===== src/rtl/wdog_prewarn.sv =====
module wdog_prewarn #(
  parameter int CNT_W          = 16,
  parameter int PREWARN_CYCLES = 256
) (
  input  logic             clk,
  input  logic             rst_n,
  input  logic             rst_is_power,
  input  logic             service,
  input  logic             clr_flag,
  input  logic [CNT_W-1:0] reload_val,
  output logic             prewarn_irq,
  output logic             rst_req,
  output logic             was_expired
);

  localparam logic [CNT_W-1:0] CNT_MAX  = '1;
  localparam logic [CNT_W-1:0] PW_START = CNT_MAX - CNT_W'(PREWARN_CYCLES - 1);

  typedef enum logic [1:0] {M_RUN, M_WARN, M_HOLD} mode_t;

  mode_t            mode;
  logic [CNT_W-1:0] cnt;
  logic             flag, lock, irq;

  wire ovf = (cnt == CNT_MAX);

  always_ff @(posedge clk) begin
    if (!rst_n) begin
      cnt  <= reload_val;
      mode <= M_RUN;
      irq  <= 1'b0;
      if (rst_is_power) begin
        flag <= 1'b0;
        lock <= 1'b0;
      end
    end else begin
      irq <= 1'b0;
      if (!lock) begin
        case (mode)
          M_RUN: begin
            if (service) begin
              cnt <= reload_val;
            end else if (ovf) begin
              if (flag) begin
                lock <= 1'b1;
                mode <= M_HOLD;
              end else begin
                flag <= 1'b1;
                irq  <= 1'b1;
                mode <= M_WARN;
                cnt  <= PW_START;
              end
            end else begin
              cnt <= cnt + 1'b1;
            end
          end
          M_WARN: begin
            if (clr_flag) flag <= 1'b0;
            if (ovf) begin
              mode <= M_HOLD;
              lock <= flag;
            end else begin
              cnt <= cnt + 1'b1;
            end
          end
          default: mode <= M_HOLD;
        endcase
      end
    end
  end

  assign prewarn_irq = irq;
  assign rst_req     = lock | (mode == M_HOLD);
  assign was_expired = flag;

  // interrupt is a single-cycle pulse
  p_irq_one_cycle_r3: assert property (@(posedge clk) disable iff (!rst_n)
    prewarn_irq |=> !prewarn_irq);

  // interrupt only accompanies a set flag in the prewarning phase
  p_irq_flags_r3: assert property (@(posedge clk) disable iff (!rst_n)
    prewarn_irq |-> (was_expired && mode == M_WARN));

  // service cannot restart the prewarning window
  p_warn_ignores_service_r4: assert property (@(posedge clk) disable iff (!rst_n)
    (mode == M_WARN && service && !ovf) |=> (cnt == $past(cnt) + 1'b1));

  // a reset request holds until a reset
  p_req_holds_r5: assert property (@(posedge clk) disable iff (!rst_n)
    rst_req |=> rst_req);

  // flag falls only through a prewarning clear
  p_flag_clear_only_warn_r7: assert property (@(posedge clk) disable iff (!rst_n)
    (was_expired && !(mode == M_WARN && clr_flag)) |=> was_expired);

  // expiry with flag set in normal phase locks without interrupt
  p_no_irq_when_flag_r8: assert property (@(posedge clk) disable iff (!rst_n)
    (mode == M_RUN && ovf && !service && was_expired && !lock) |=> (rst_req && !prewarn_irq));

  // the lock is released only by a power reset
  p_lock_survives_r9: assert property (@(posedge clk) disable iff (!rst_n && rst_is_power)
    lock |=> lock);

endmodule


===== config.mk =====
export PLATFORM = sky130hd
export DESIGN_NAME = wdog_prewarn
export DESIGN_NICKNAME = d
export VERILOG_FILES = /design/src/rtl/wdog_prewarn.sv
export SDC_FILE = /design/constraint.sdc
export NUM_CORES = 1
export LEC_CHECK = 0
export BUFFER_PORTS_ARGS = -buffer_cell sky130_fd_sc_hd__buf_2
export CAP_MARGIN = 0
export CELL_PAD_IN_SITES_DETAIL_PLACEMENT = 1
export CELL_PAD_IN_SITES_GLOBAL_PLACEMENT = 1
export CORE_ASPECT_RATIO = 0.7
export CORE_UTILIZATION = 44
export CTS_CLUSTER_SIZE = 40
export DETAILED_ROUTE_END_ITERATION = 12
export HOLD_SLACK_MARGIN = 0.03
export PLACE_DENSITY_LB_ADDON = 0.1
export SYNTH_ARGS = -nofsm -noshare
export SYNTH_HDL_FRONTEND = slang
export SYNTH_SLANG_ARGS = --single-unit

===== constraint.sdc =====
create_clock -name clk -period 4.9 [get_ports clk]
set_input_delay 0 -clock clk [delete_from_list [all_inputs] [get_ports clk]]
set_output_delay 0 -clock clk [all_outputs]
set_load 0.05 [all_outputs]

### Yosys cells after proc, flatten, opt, wreduce, memory -nomap -nowiden

Cells that the tools add are included.

| word-level totals | value |
|---|---|
| flip-flop bits (word level) | 21 |
| input bits | 21 |
| output and inout port bits | 3 |
| logic and storage cells | 57 |

| cells by class | value |
|---|---|
| $add $sub $neg | 1 |
| equal/unequal tests | 13 |
| multiplexer cells | 27 |
| bitwise operators | 5 |
| reduce and logical (&&, ||, !) cells | 6 |

Operator list:

| cell | count |
|---|---|
| $mux W16 | 6 |
| $pmux W16 S2 | 1 |
| $add A16 B1 Y16 const B | 1 |
| $eq A16 B16 Y1 const B | 1 |
| $mux W1 | 13 |
| $ne A3 B3 Y1 const B | 4 |
| $mux W2 | 4 |
| $ne A2 B2 Y1 const B | 4 |
| $reduce_and A4 Y1 | 2 |
| $reduce_and A6 Y1 | 1 |
| $ne A5 B5 Y1 const B | 1 |
| $reduce_or A5 Y1 | 1 |
| $not A1 Y1 | 4 |
| $pmux W1 S2 | 2 |
| $pmux W2 S2 | 1 |
| $ne A3 B1 Y1 const B | 1 |
| $eq A2 B1 Y1 const B | 1 |
| $eq A2 B2 Y1 const B | 1 |
| $logic_not A2 Y1 | 1 |
| $reduce_bool A2 Y1 | 1 |
| $or A1 B1 Y1 | 1 |

### Longest topological paths before layout

Gate-level depths: netlist (run 1).

| depth | value |
|---|---|
| depth after elaboration | 6 |
| depth in mapped cells | 6 |
| gate-level depth less buffers | 5 |

### Worst setup path after synthesis (run 1)

No wires, ideal clock.

| path | value |
|---|---|
| path type | flip-flop to flip-flop |
| start point | register cnt[0] |
| end point | register cnt[0], enable pin |
| library setup time | 0.364 ns |
| data arrival time | 1.927 ns |
| required time | 4.536 ns |
| setup slack | 2.610 ns |
| stages on the path, launching flop included | 7 |
| path buffers | 1 |
| period minus slack after synthesis | 2.290 ns |
| path through | edfxtp_1 -> ha_1 -> nand4_4 -> or4_4 -> buf_6 -> o21ai_0 -> nand2_1 |

| on the way | value |
|---|---|
| longest elaborated chain between the ends | 3 |
| elaborated cells on any way between the ends | 4 |
| those cells by class | eq/ne (3); reduce/logical (1) |

Ends and longest elaborated chain:

| item | line | source |
|---|---|---|
| start: declaration | 22 | `logic [CNT_W-1:0] cnt;` |
| start signal: assignment | 29 | `cnt <= reload_val;` |
| start signal: assignment | 42 | `cnt <= reload_val;` |
| start signal: assignment | 54 | `cnt <= cnt + 1'b1;` |
| $eq A16 B16 Y1 * | 25 | `wire ovf = (cnt == CNT_MAX);` |
| $ne A5 B5 Y1 (no line) / $ne A3 B3 Y1 (equally long branches) | n/a |  |
| $reduce_and A4 Y1 (no line) * | n/a |  |

Mark *: on every way between the ends. The rest lies on a longest branch, timed or not.
A chain may end at the register's enable or synchronous reset.

### Worst setup path after layout (run 1)

| path | value |
|---|---|
| start point | register cnt[0] |
| end point | register cnt[4], enable pin |

The elaborated chain is that of the path after synthesis.

==> impl_metrics.py, run 1 <==
metrics = {
    "layout": {
        "fin_nets": 184,
        "drive_gt1_frac": 0.205,
        "n_antenna_cell": 0,
        "fin_util": 0.580,
        "synthToLayoutAreaGrowth_pct": 18.1,
    },
    "worst_setup_path": {
        "cp-start-kind": "flop",
        "worstPathRequired_ns": 4.76,
        "critPathKind": "reg -> reg",
        "path_delay_family": "simple AND/OR/NAND/NOR gates",
        "cp_max_fo": 16,
        "critPathBufInv": 0,
        "critical-path-max-stage-delay_ns": 0.64,
        "slowest_stage": "or4_4",
        "reg2reg_slack_ns": 2.32,
        "critPathCaptureType": "flop",
        "arrival_ns": 2.43,
        "path_cells": "ha_1 -> nand4_4 -> or4_4 -> o21ai_0 -> nand2_1",
    },
    "run_status": {
        "outcome": "completed",
    },
    "global_routing": {
        "overflow": 0,
        "grtUsageTotal": 0.241,
        "antenna_found_initial": 0,
        "grt_pass1_vias": 1101,
        "grt_first_pass_wirelength_um": 5290,
        "grt_max_degree": 17,
    },
    "min_path": {
        "hp-class": "in -> reg",
    },
    "synthesis": {
        "syn_area_um2": 1270,
        "synth.area.top_cells": "edfxtp_1, xnor2_1, dfxtp_1",
        "synth_common_cells": "edfxtp_1, nand2_1, nor2_1",
        "synth_top_area_cell": "edfxtp_1",
        "synth_cell_types": 36,
        "synthAdderAreaFrac": 0.00984,
        "synthFlopType": "edfxtp_1",
        "ys_seq_elements": 21,
        "syn_nets": 155,
        "synth_top_family_by_area": "simple AND/OR/NAND/NOR gates",
        "yosys.area_share.simple": 0.245,
        "synthMuxAreaShare": 0,
        "ys_async_sr_fraction": 0,
        "ys_seq_area_frac": 0.472,
        "synthCells": 133,
        "synth_edf_count": 18,
        "yosys.area.top_type_share": 0.425,
        "synth_warnings": 0,
        "synth.avg_cell_area_um2": 9.56,
        "synth_compound_area_frac": 0.146,
        "synthMostInstantiatedCell": "edfxtp_1",
        "synth_xor_xnor_area_share": 0.0965,
    },
    "placement": {
        "dp_hpwl_um": 2440,
        "port_buffers": 23,
        "globalplace.congestion": 0.758,
    },
    "drt": {
        "via_per_inst": 5.65,
        "antenna_left": 0,
        "routed-wl-met2_um": 1620,
        "routedWlPerCell_um": 17.0,
        "drt_pass1_iterations": 4,
        "highest_layer": "met4",
        "drt-total-wl_um": 3310,
        "wl_met1_um": 1560,
        "first_iter_violations": 39,
        "dr_total_vias": 1102,
        "wl_met3_um": 122,
        "drc": 0,
    },
    "floorplan": {
        "initial_core_util": 0.491,
        "fp.dieW_um": 66.2,
        "die_area_um2": 3110,
        "ioPinCount": 24,
        "die_h_um": 47.0,
        "num_rows": 15,
        "core_um2": 2590,
    },
    "sta": {
        "worstMarginPinSlew_ns": 1.03,
        "fmax_ghz": 0.388,
        "whs_ns": 0.0301,
        "final.setup_skew_ns": 0.00123,
        "slew_headroom": 0.307,
        "final-max-slew-violation-count": 0,
        "rsz0062_at_grt": "false",
        "hold_viol_final": 0,
        "finalSetupViolCount": 0,
        "setup_tns_ns": 0,
        "post-route-min-period_ns": 2.58,
        "fin_crit_sh": 0.526,
    },
    "cts": {
        "clock_latency_ns": 0.27,
        "ctsRootBufferMaster": "clkbuf_8",
        "post-cts-setup-buffer-count": 0,
        "htree_num_levels": 1,
        "numCtsBuffers": 3,
        "cts_tree": "yes",
        "cts_sinks": 21,
        "path_clk_slew_ns": 0.08,
        "clockBufferDepth": 2,
    },
    "pwr": {
        "p_leak_nw": 0.538,
        "peakVddDrop_mv": 0.214,
        "p_per_area_nw_per_um2": 280,
    },
    "flow_run": {
        "cap_violations": 0,
    },
}
==> sequential cells by signal (all words and copies together) (netlist names) <==
register and count:
lock 1, mode 2, cnt 16, was_expired 1, prewarn_irq 1
==> layer usage <==
metal  vias up  GRT usage
met2        22      0.414
li1        543          -
met3         2     0.0655
met5         -          0
met4         0     0.0383
met1       535      0.316
==> kinds of logic after synthesis <==
logic type,after synthesis
AOI/OAI and AO/OA,29
xor gates and xnor gates,14
adders and majority gates,1
buffers and inverters,8
DFF,21
and+or+nand+nor,60
==> final timing paths <==
kind	end	start	cells past startpoint
setup reg to reg	cnt[4]$_DFFE_PP_	cnt[0]$_DFFE_PP_	5
setup / recovery	cnt[4]$_DFFE_PP_	cnt[0]$_DFFE_PP_	5
hold reg to reg	mode[1]$_SDFFE_PN0P_	mode[1]$_SDFFE_PN0P_	1
hold / removal	cnt[3]$_DFFE_PP_	reload_val[3]	2
==> worst reg2reg max path, stage by stage, from the launching register on <==
cell      delay [ns]
edfxtp_1        0.43
ha_1            0.28
nand4_4         0.18
or4_4           0.64
o21ai_0         0.19
nand2_1         0.45
==> layout make-up <==
cell class | instances | area, um^2
Timing Repair Buffer | 28 | 165
Multi-Input combinational cell | 104 | 632
Fill cell | 312 | 1090
Tap cell | 34 | 42.5
Sequential cell | 21 | 601
Inverter | 4 | 15.0
Clock buffer | 3 | 41.3
Clock inverter | 1 | 5.00
==> cells in the final DEF, fill, tap and decap left out, types with 2 or more instances in the layout <==
cell and instances:
nand2_1 16, o31ai_1 3, nand4_1 4, xnor2_1 13, nor4_1 4, nor3_1 6
o21ai_0 4, nor2_1 15, a21oi_1 11, o21ai_1 2, edfxtp_1 18, nand3_1 6
clkbuf_8 3, dfxtp_1 3, o21a_1 2, inv_1 4, buf_2 23, dlygate4sd3_1 5
==> power by group <==
| group | leakage [nW] | internal, mW | switching [mW] |
|---|---|---|---|
| sequential | 0.210 | 0.213 | 0.0213 |
| clock | 0.0255 | 0.0569 | 0.0620 |
| combinational | 0.302 | 0.0297 | 0.0363 |
==> what timing repair did <==
| item | in CTS | in global routing |
|---|---|---|
| endpoints found under the hold margin | 5 | 0 |
| hold buffers | 5 | 0 |
| gates resized for setup | 0 | 0 |
| setup endpoints to repair | 0 | 0 |
==> metrics by stage <==
step | power, mW | instances | setup slack (ns) | instance area (um^2)
floorplan | 0.275 | 133 | 2.61 | 1270
global placement | 0.295 | 186 | 2.43 | 1410
detailed placement | 0.301 | 186 | 2.34 | 1410
CTS | 0.422 | 195 | 2.32 | 1500
global route | 0.439 | 195 | 2.14 | 1500
finish | 0.420 | 195 | 2.32 | 1500
(Power assumes the default switching activity.)
==> run 2, diff against run 1 <==
- ABC_AREA: default -> 1
- CORE_UTILIZATION: 44 -> 40
- clock period: 4.9 -> 2.5 ns (I/O delays scaled with it)
==> run 2 against run 1 <==
Net effect:
- fmax grew 30%
- synthesized cell count grew 35%
- sequential share of layout area shrank 4.3 points
- clock skew grew 0.010 ns
- combinational power grew 130%
- critical path depth grew 4
- register-to-register slack lost 1.8 ns
- hold slack gained 0.0050 ns
- wire length grew 4.5%
- sequential cell count is the same
- non-clock buffer count grew 6
==> impl_metrics.py, run 2 <==
metrics = {
    "run_status": {
        "outcome": "completed",
    },
    "sta": {
        "final.setup_skew_ns": 0.0114,
        "whs_ns": 0.0352,
        "setup_tns_ns": 0,
        "fmax_ghz": 0.503,
        "slew_headroom": 0.783,
        "rsz0062_at_grt": "false",
        "post-route-min-period_ns": 1.99,
        "hold_viol_final": 0,
        "final-max-slew-violation-count": 0,
        "fin_crit_sh": 0.795,
        "worstMarginPinSlew_ns": 0.322,
        "finalSetupViolCount": 0,
    },
    "worst_setup_path": {
        "timing.rr.end": "cnt[12]$_DFFE_PP_",
        "cp_max_fo": 16,
        "reg2reg_slack_ns": 0.51,
        "critPathCaptureType": "flop",
        "ff2ff_path_depth": 9,
        "arrival_ns": 2.00,
        "critPathKind": "reg -> reg",
        "cp-start-kind": "flop",
        "rr_startpoint": "cnt[0]$_DFFE_PP_",
        "worstPathRequired_ns": 2.51,
    },
    "global_routing": {
        "antenna_found_initial": 0,
        "grt_first_pass_wirelength_um": 5790,
        "grtUsageTotal": 0.209,
        "grt_max_degree": 17,
        "grt_pass1_vias": 1289,
        "overflow": 0,
    },
    "synthesis": {
        "synth_warnings": 0,
        "yosys.area.top_type_share": 0.392,
        "synthFlopType": "edfxtp_1",
        "synthCells": 179,
        "synthMostInstantiatedCell": "nand2_1",
        "synth_cell_types": 24,
        "ys_seq_elements": 21,
        "synth_common_cells": "nand2_1, nor2_1, edfxtp_1, inv_1, o21ai_0",
        "syn_nets": 201,
        "ys_async_sr_fraction": 0,
        "syn_area_um2": 1380,
        "synth_edf_count": 18,
        "synth.avg_cell_area_um2": 7.70,
        "ys_seq_area_frac": 0.436,
        "synth.area.top_cells": "edfxtp_1, nand2_1, nor2_1",
        "synth_top_area_cell": "edfxtp_1",
    },
    "flow_run": {
        "cap_violations": 0,
    },
    "floorplan": {
        "num_rows": 17,
        "fp.dieW_um": 72.1,
        "initial_core_util": 0.429,
        "die_area_um2": 3690,
        "core_um2": 3210,
        "ioPinCount": 24,
        "die_h_um": 51.1,
    },
    "drt": {
        "antenna_left": 0,
        "dr_total_vias": 1267,
        "drc": 0,
        "first_iter_violations": 63,
        "drt-total-wl_um": 3460,
        "drt_pass1_iterations": 4,
        "routedWlPerCell_um": 13.2,
        "via_per_inst": 4.84,
    },
    "pwr": {
        "total_power_mw": 0.844,
        "intPower_mw": 0.598,
        "p_seq_frac": 0.539,
        "swShare": 0.291,
        "power_frac_clock": 0.278,
        "p_per_area_nw_per_um2": 502,
        "p_sw_mw": 0.246,
        "pwr-share-comb": 0.184,
        "peakVddDrop_mv": 0.285,
        "p_leak_nw": 0.780,
    },
    "layout": {
        "drive_gt1_frac": 0.200,
        "top_regs": "cnt (16), mode (2)",
        "final_common_cell": "nand2_1",
        "synthToLayoutAreaGrowth_pct": 22.0,
        "largest_reg_flops": 16,
        "regMostFlops": "cnt",
        "final_cell_mix": "nand2_1, nor2_1, buf_2, inv_1, edfxtp_1",
        "fin_nets": 238,
        "n_antenna_cell": 0,
    },
    "cts": {
        "ctsResizeCount": 0,
        "clock_latency_ns": 0.27,
        "htree_num_levels": 1,
        "clockBufferDepth": 2,
        "cts_tree": "yes",
        "cts_sinks": 21,
        "path_clk_slew_ns": 0.09,
        "numCtsBuffers": 3,
        "ctsRootBufferMaster": "clkbuf_8",
    },
    "min_path": {
        "hp-class": "in -> reg",
        "holdPathEnd": "cnt[6]$_DFFE_PP_",
        "holdCritStartpoint": "reload_val[6]",
        "hold_path_depth": 3,
    },
    "placement": {
        "globalplace.congestion": 0.799,
        "dp_hpwl_um": 2660,
        "port_buffers": 23,
    },
}
==> run 2: cell count changes in the layout (fill, tap and decap cells not counted), sizes merged, moves of 7 or more <==
| cell | before | now |
|---|---|---|
| nand2 | 16 | 50 |
| nor2 | 16 | 37 |
| inv | 4 | 20 |
| a21oi | 11 | 2 |
| o21ai | 6 | 14 |
| xnor2 | 13 | 6 |
==> run 2: worst max-delay path by stage <==
stage          cells after the start             start  slack [ns]           endpoint
3_5_place_dp                       9  cnt[0]$_DFFE_PP_        0.53  cnt[15]$_DFFE_PP_
4_1_cts                            9  cnt[0]$_DFFE_PP_        0.52  cnt[12]$_DFFE_PP_
6_report                           9  cnt[0]$_DFFE_PP_        0.51  cnt[12]$_DFFE_PP_
2_1_floorplan                      8  cnt[0]$_DFFE_PP_        0.32   cnt[0]$_DFFE_PP_
3_3_place_gp                       9  cnt[0]$_DFFE_PP_        0.65  cnt[15]$_DFFE_PP_
5_1_grt                            9  cnt[0]$_DFFE_PP_        0.35   cnt[9]$_DFFE_PP_
==> run 2: power by group through the flow <==
stage,clock network (mW),registers [mW],logic [mW]
5_1_grt,0.249,0.459,0.176
3_3_place_gp,0,0.459,0.137
2_1_floorplan,0,0.454,0.101
3_5_place_dp,0,0.462,0.143
6_report,0.234,0.454,0.155
4_1_cts,0.236,0.454,0.156
==> run 2: cell type report <==
cell class,instances,area (um^2)
Timing Repair Buffer,34,223
Inverter,20,77.6
Tap cell,47,58.8
Clock inverter,1,5.00
Fill cell,413,1530
Clock buffer,3,41.3
Sequential cell,21,601
Multi-Input combinational cell,136,674
==> run 2: per-stage QoR <==
stage / worst slack [ns] / util / std cells / instance area (um^2)
CTS: 0.518 / 0.523 / 262 / 1680
finish: 0.514 / 0.523 / 262 / 1680
floorplan: 0.319 / - / 179 / 1380
detailed placement: 0.527 / 0.478 / 248 / 1530
global route: 0.351 / 0.523 / 262 / 1680
global placement: 0.653 / 0.478 / 248 / 1530
==> run 2: worst max-delay path, cell delays in order, from the launching register on <==
cell and delay [ns]:
edfxtp_1 0.38, ha_1 0.21, nand3_2 0.16, nor2_2 0.18
nand4_1 0.18, nor2_2 0.17, nand2_1 0.10, nor2_1 0.10
nor2_1 0.05, buf_4 0.20
==> run 2: timing repair <==
| action | CTS | global route |
|---|---|---|
| hold buffers | 10 | 0 |
| buffers inserted | 0 | 0 |
| hold endpoints to repair | 10 | 0 |
==> run 2: kinds of logic after synthesis <==
logic type	after synthesis	synth area share
adders and majority gates	1	0.00908
DFF	21	0.436
xor gates and xnor gates	10	0.0636
AOI/OAI and AO/OA	20	0.0799
and+or+nand+nor	105	0.337
buffers and inverters	22	0.0745
==> run 2: layer usage <==
metal,share of wire,track usage,vias to the layer above
li1,-,-,648
met1,0.51,0.269,594
met2,0.46,0.361,22
met3,0.032,0.0493,3
met4,0.0032,0.0425,0
met5,0,0,-
==> run 3, diff against run 2 <==
- clock period: 2.5 -> 1.95 ns (I/O delays scaled with it)
==> run 3 against run 2 <==
Net effect:
- sequential share of layout area fell by 2.7 points
- critical path depth stayed put
- cell area is 8.2% higher
- cell count increased by 6.5%
- sequential cell count unchanged
- non-clock buffer count increased by 17
- wire length is 10% higher
- first-iteration DRC count down 49%
- core utilization up 4.3 points
- setup slack lost 0.37 ns
- clock-buffer cell count is the same
- critical path type unchanged
==> impl_metrics.py, run 3 (same netlist as run 2, synthesis figures left out) <==
metrics = {
    "run_status": {
        "outcome": "completed",
    },
    "pwr": {
        "peakVddDrop_mv": 0.301,
        "p_leak_nw": 0.871,
        "p_seq_frac": 0.505,
        "p_sw_mw": 0.318,
        "p_per_area_nw_per_um2": 618,
        "pwr-share-comb": 0.238,
        "intPower_mw": 0.806,
        "power_frac_clock": 0.257,
        "swShare": 0.283,
    },
    "worst_setup_path": {
        "critPathCaptureType": "flop",
        "critPathKind": "reg -> reg",
        "cp_max_fo": 16,
        "arrival_ns": 1.84,
        "worstPathRequired_ns": 1.98,
        "cp-start-kind": "flop",
    },
    "layout": {
        "stdcell_area_um2": 1820,
        "n_antenna_cell": 0,
        "final_cell_mix": "nand2_1, nor2_1, buf_2, buf_4",
        "fin_nets": 255,
        "final_common_cell": "nand2_1",
        "largest_reg_flops": 16,
        "synthToLayoutAreaGrowth_pct": 32.0,
        "top_regs": "cnt (16), mode (2)",
        "nFillCells": 416,
        "regMostFlops": "cnt",
        "drive_gt1_frac": 0.289,
    },
    "placement": {
        "postPlaceCellArea_um2": 1690,
        "port_buffers": 23,
        "dp_hpwl_um": 2940,
        "globalplace.congestion": 0.816,
    },
    "sta": {
        "setup_tns_ns": 0,
        "final.setup_skew_ns": 0.00369,
        "hold_viol_final": 0,
        "slew_headroom": 0.827,
        "worstMarginPinSlew_ns": 0.256,
        "fmax_ghz": 0.553,
        "final-max-slew-violation-count": 0,
        "finalSetupViolCount": 0,
        "fin_crit_sh": 0.928,
        "post-route-min-period_ns": 1.81,
        "rsz0062_at_grt": "false",
    },
    "cts": {
        "cts_tree": "yes",
        "numCtsBuffers": 3,
        "path_clk_slew_ns": 0.08,
        "clock_latency_ns": 0.26,
        "ctsRootBufferMaster": "clkbuf_8",
        "clockBufferDepth": 2,
        "htree_num_levels": 1,
        "cts_sinks": 21,
    },
    "global_routing": {
        "antenna_found_initial": 0,
        "overflow": 0,
        "grt_first_pass_wirelength_um": 6560,
        "grtUsageTotal": 0.238,
        "grt_max_degree": 17,
        "grt_pass1_vias": 1452,
    },
    "drt": {
        "first_iter_violations": 32,
        "drt-total-wl_um": 3820,
        "routedWlPerCell_um": 13.7,
        "drt_pass1_iterations": 4,
        "via_per_inst": 4.80,
        "dr_total_vias": 1339,
        "antenna_left": 0,
        "drc": 0,
    },
    "floorplan": {
        "die_h_um": 51.1,
        "fp.dieW_um": 72.1,
        "num_rows": 17,
        "core_um2": 3210,
        "ioPinCount": 24,
        "initial_core_util": 0.429,
        "die_area_um2": 3690,
    },
    "flow_run": {
        "cap_violations": 0,
    },
    "min_path": {
        "hp-class": "in -> reg",
    },
}
==> run 3: changes by cell type in the layout (fill, tap and decap cells not counted) <==
cell / previous run / this run
nor2_2: 5 / 6
dlygate4sd3_1: 10 / 5
buf_12: 0 / 1
nor2_1: 32 / 30
nor2_4: 0 / 1
buf_4: 1 / 22
==> run 3: worst paths after layout <==
path	start	endpoint	slack [ns]	cells after the start
worst max-delay path	cnt[1]$_DFFE_PP_	cnt[13]$_DFFE_PP_	0.14	9
worst min-delay path	reload_val[3]	cnt[3]$_DFFE_PP_	0.03	3
worst max register to register	cnt[1]$_DFFE_PP_	cnt[13]$_DFFE_PP_	0.14	9
worst min register to register	was_expired$_SDFFCE_PN0P_	prewarn_irq$_SDFF_PP0_	0.56	1
==> run 3: stage by stage <==
step	setup WS [ns]	total power, mW	hold WS, ns	util	cells
after floorplan	0.0300	0.712	0.120	-	179
after global placement	-0.131	0.814	0.277	0.527	269
after detailed placement	-0.267	0.830	0.281	0.527	269
after CTS	0.0141	1.13	0.0320	0.559	278
after global routing	0.0143	1.18	0.0464	0.566	279
final	0.140	1.12	0.0294	0.566	279
==> run 3: worst max-delay path, stage by stage, from the launching register on <==
cell and delay (ns):
edfxtp_1 0.37, ha_1 0.21, nand3_2 0.10, nor2_2 0.11, nand4_1 0.15, nor2_2 0.16, nand2_1 0.11, nor2_2 0.14
nor2_4 0.06, buf_12 0.15
==> run 3: routing by layer <==
layer / part of all wire / up-vias / wire [um] / GRT usage
li1: - / 682 / - / -
met3: 0.034 / 4 / 128 / 0.0513
met2: 0.48 / 17 / 1830 / 0.419
met5: 0 / - / 0 / 0
met4: 0.0076 / 0 / 29 / 0.0588
met1: 0.48 / 636 / 1840 / 0.299
==> run 3: timing repair <==
action                                 CTS  global route
endpoints found under the hold margin    5             0
setup buffers                            0             1
pin swaps                                0             1
cloned                                   0             0
hold buffers                             5             0
setup endpoints to repair               16            16
resized for setup                        1             1
==> run 3: layout make-up <==
class	instances	area, um^2	area share
Timing Repair Buffer	51	350	0.193
Inverter	20	77.6	0.0427
Multi-Input combinational cell	136	684	0.376
Clock buffer	3	41.3	0.0227
Sequential cell	21	601	0.330
Tap cell	47	58.8	0.0323
Clock inverter	1	5.00	0.00275
==> run 3: power groups by stage <==
| stage | clock [mW] | sequential [mW] | combinational, mW |
|---|---|---|---|
| after floorplan | 0 | 0.582 | 0.130 |
| after global placement | 0 | 0.574 | 0.239 |
| after detailed placement | 0 | 0.578 | 0.252 |
| after CTS | 0.298 | 0.568 | 0.264 |
| after global routing | 0.307 | 0.573 | 0.299 |
| final | 0.289 | 0.568 | 0.267 |
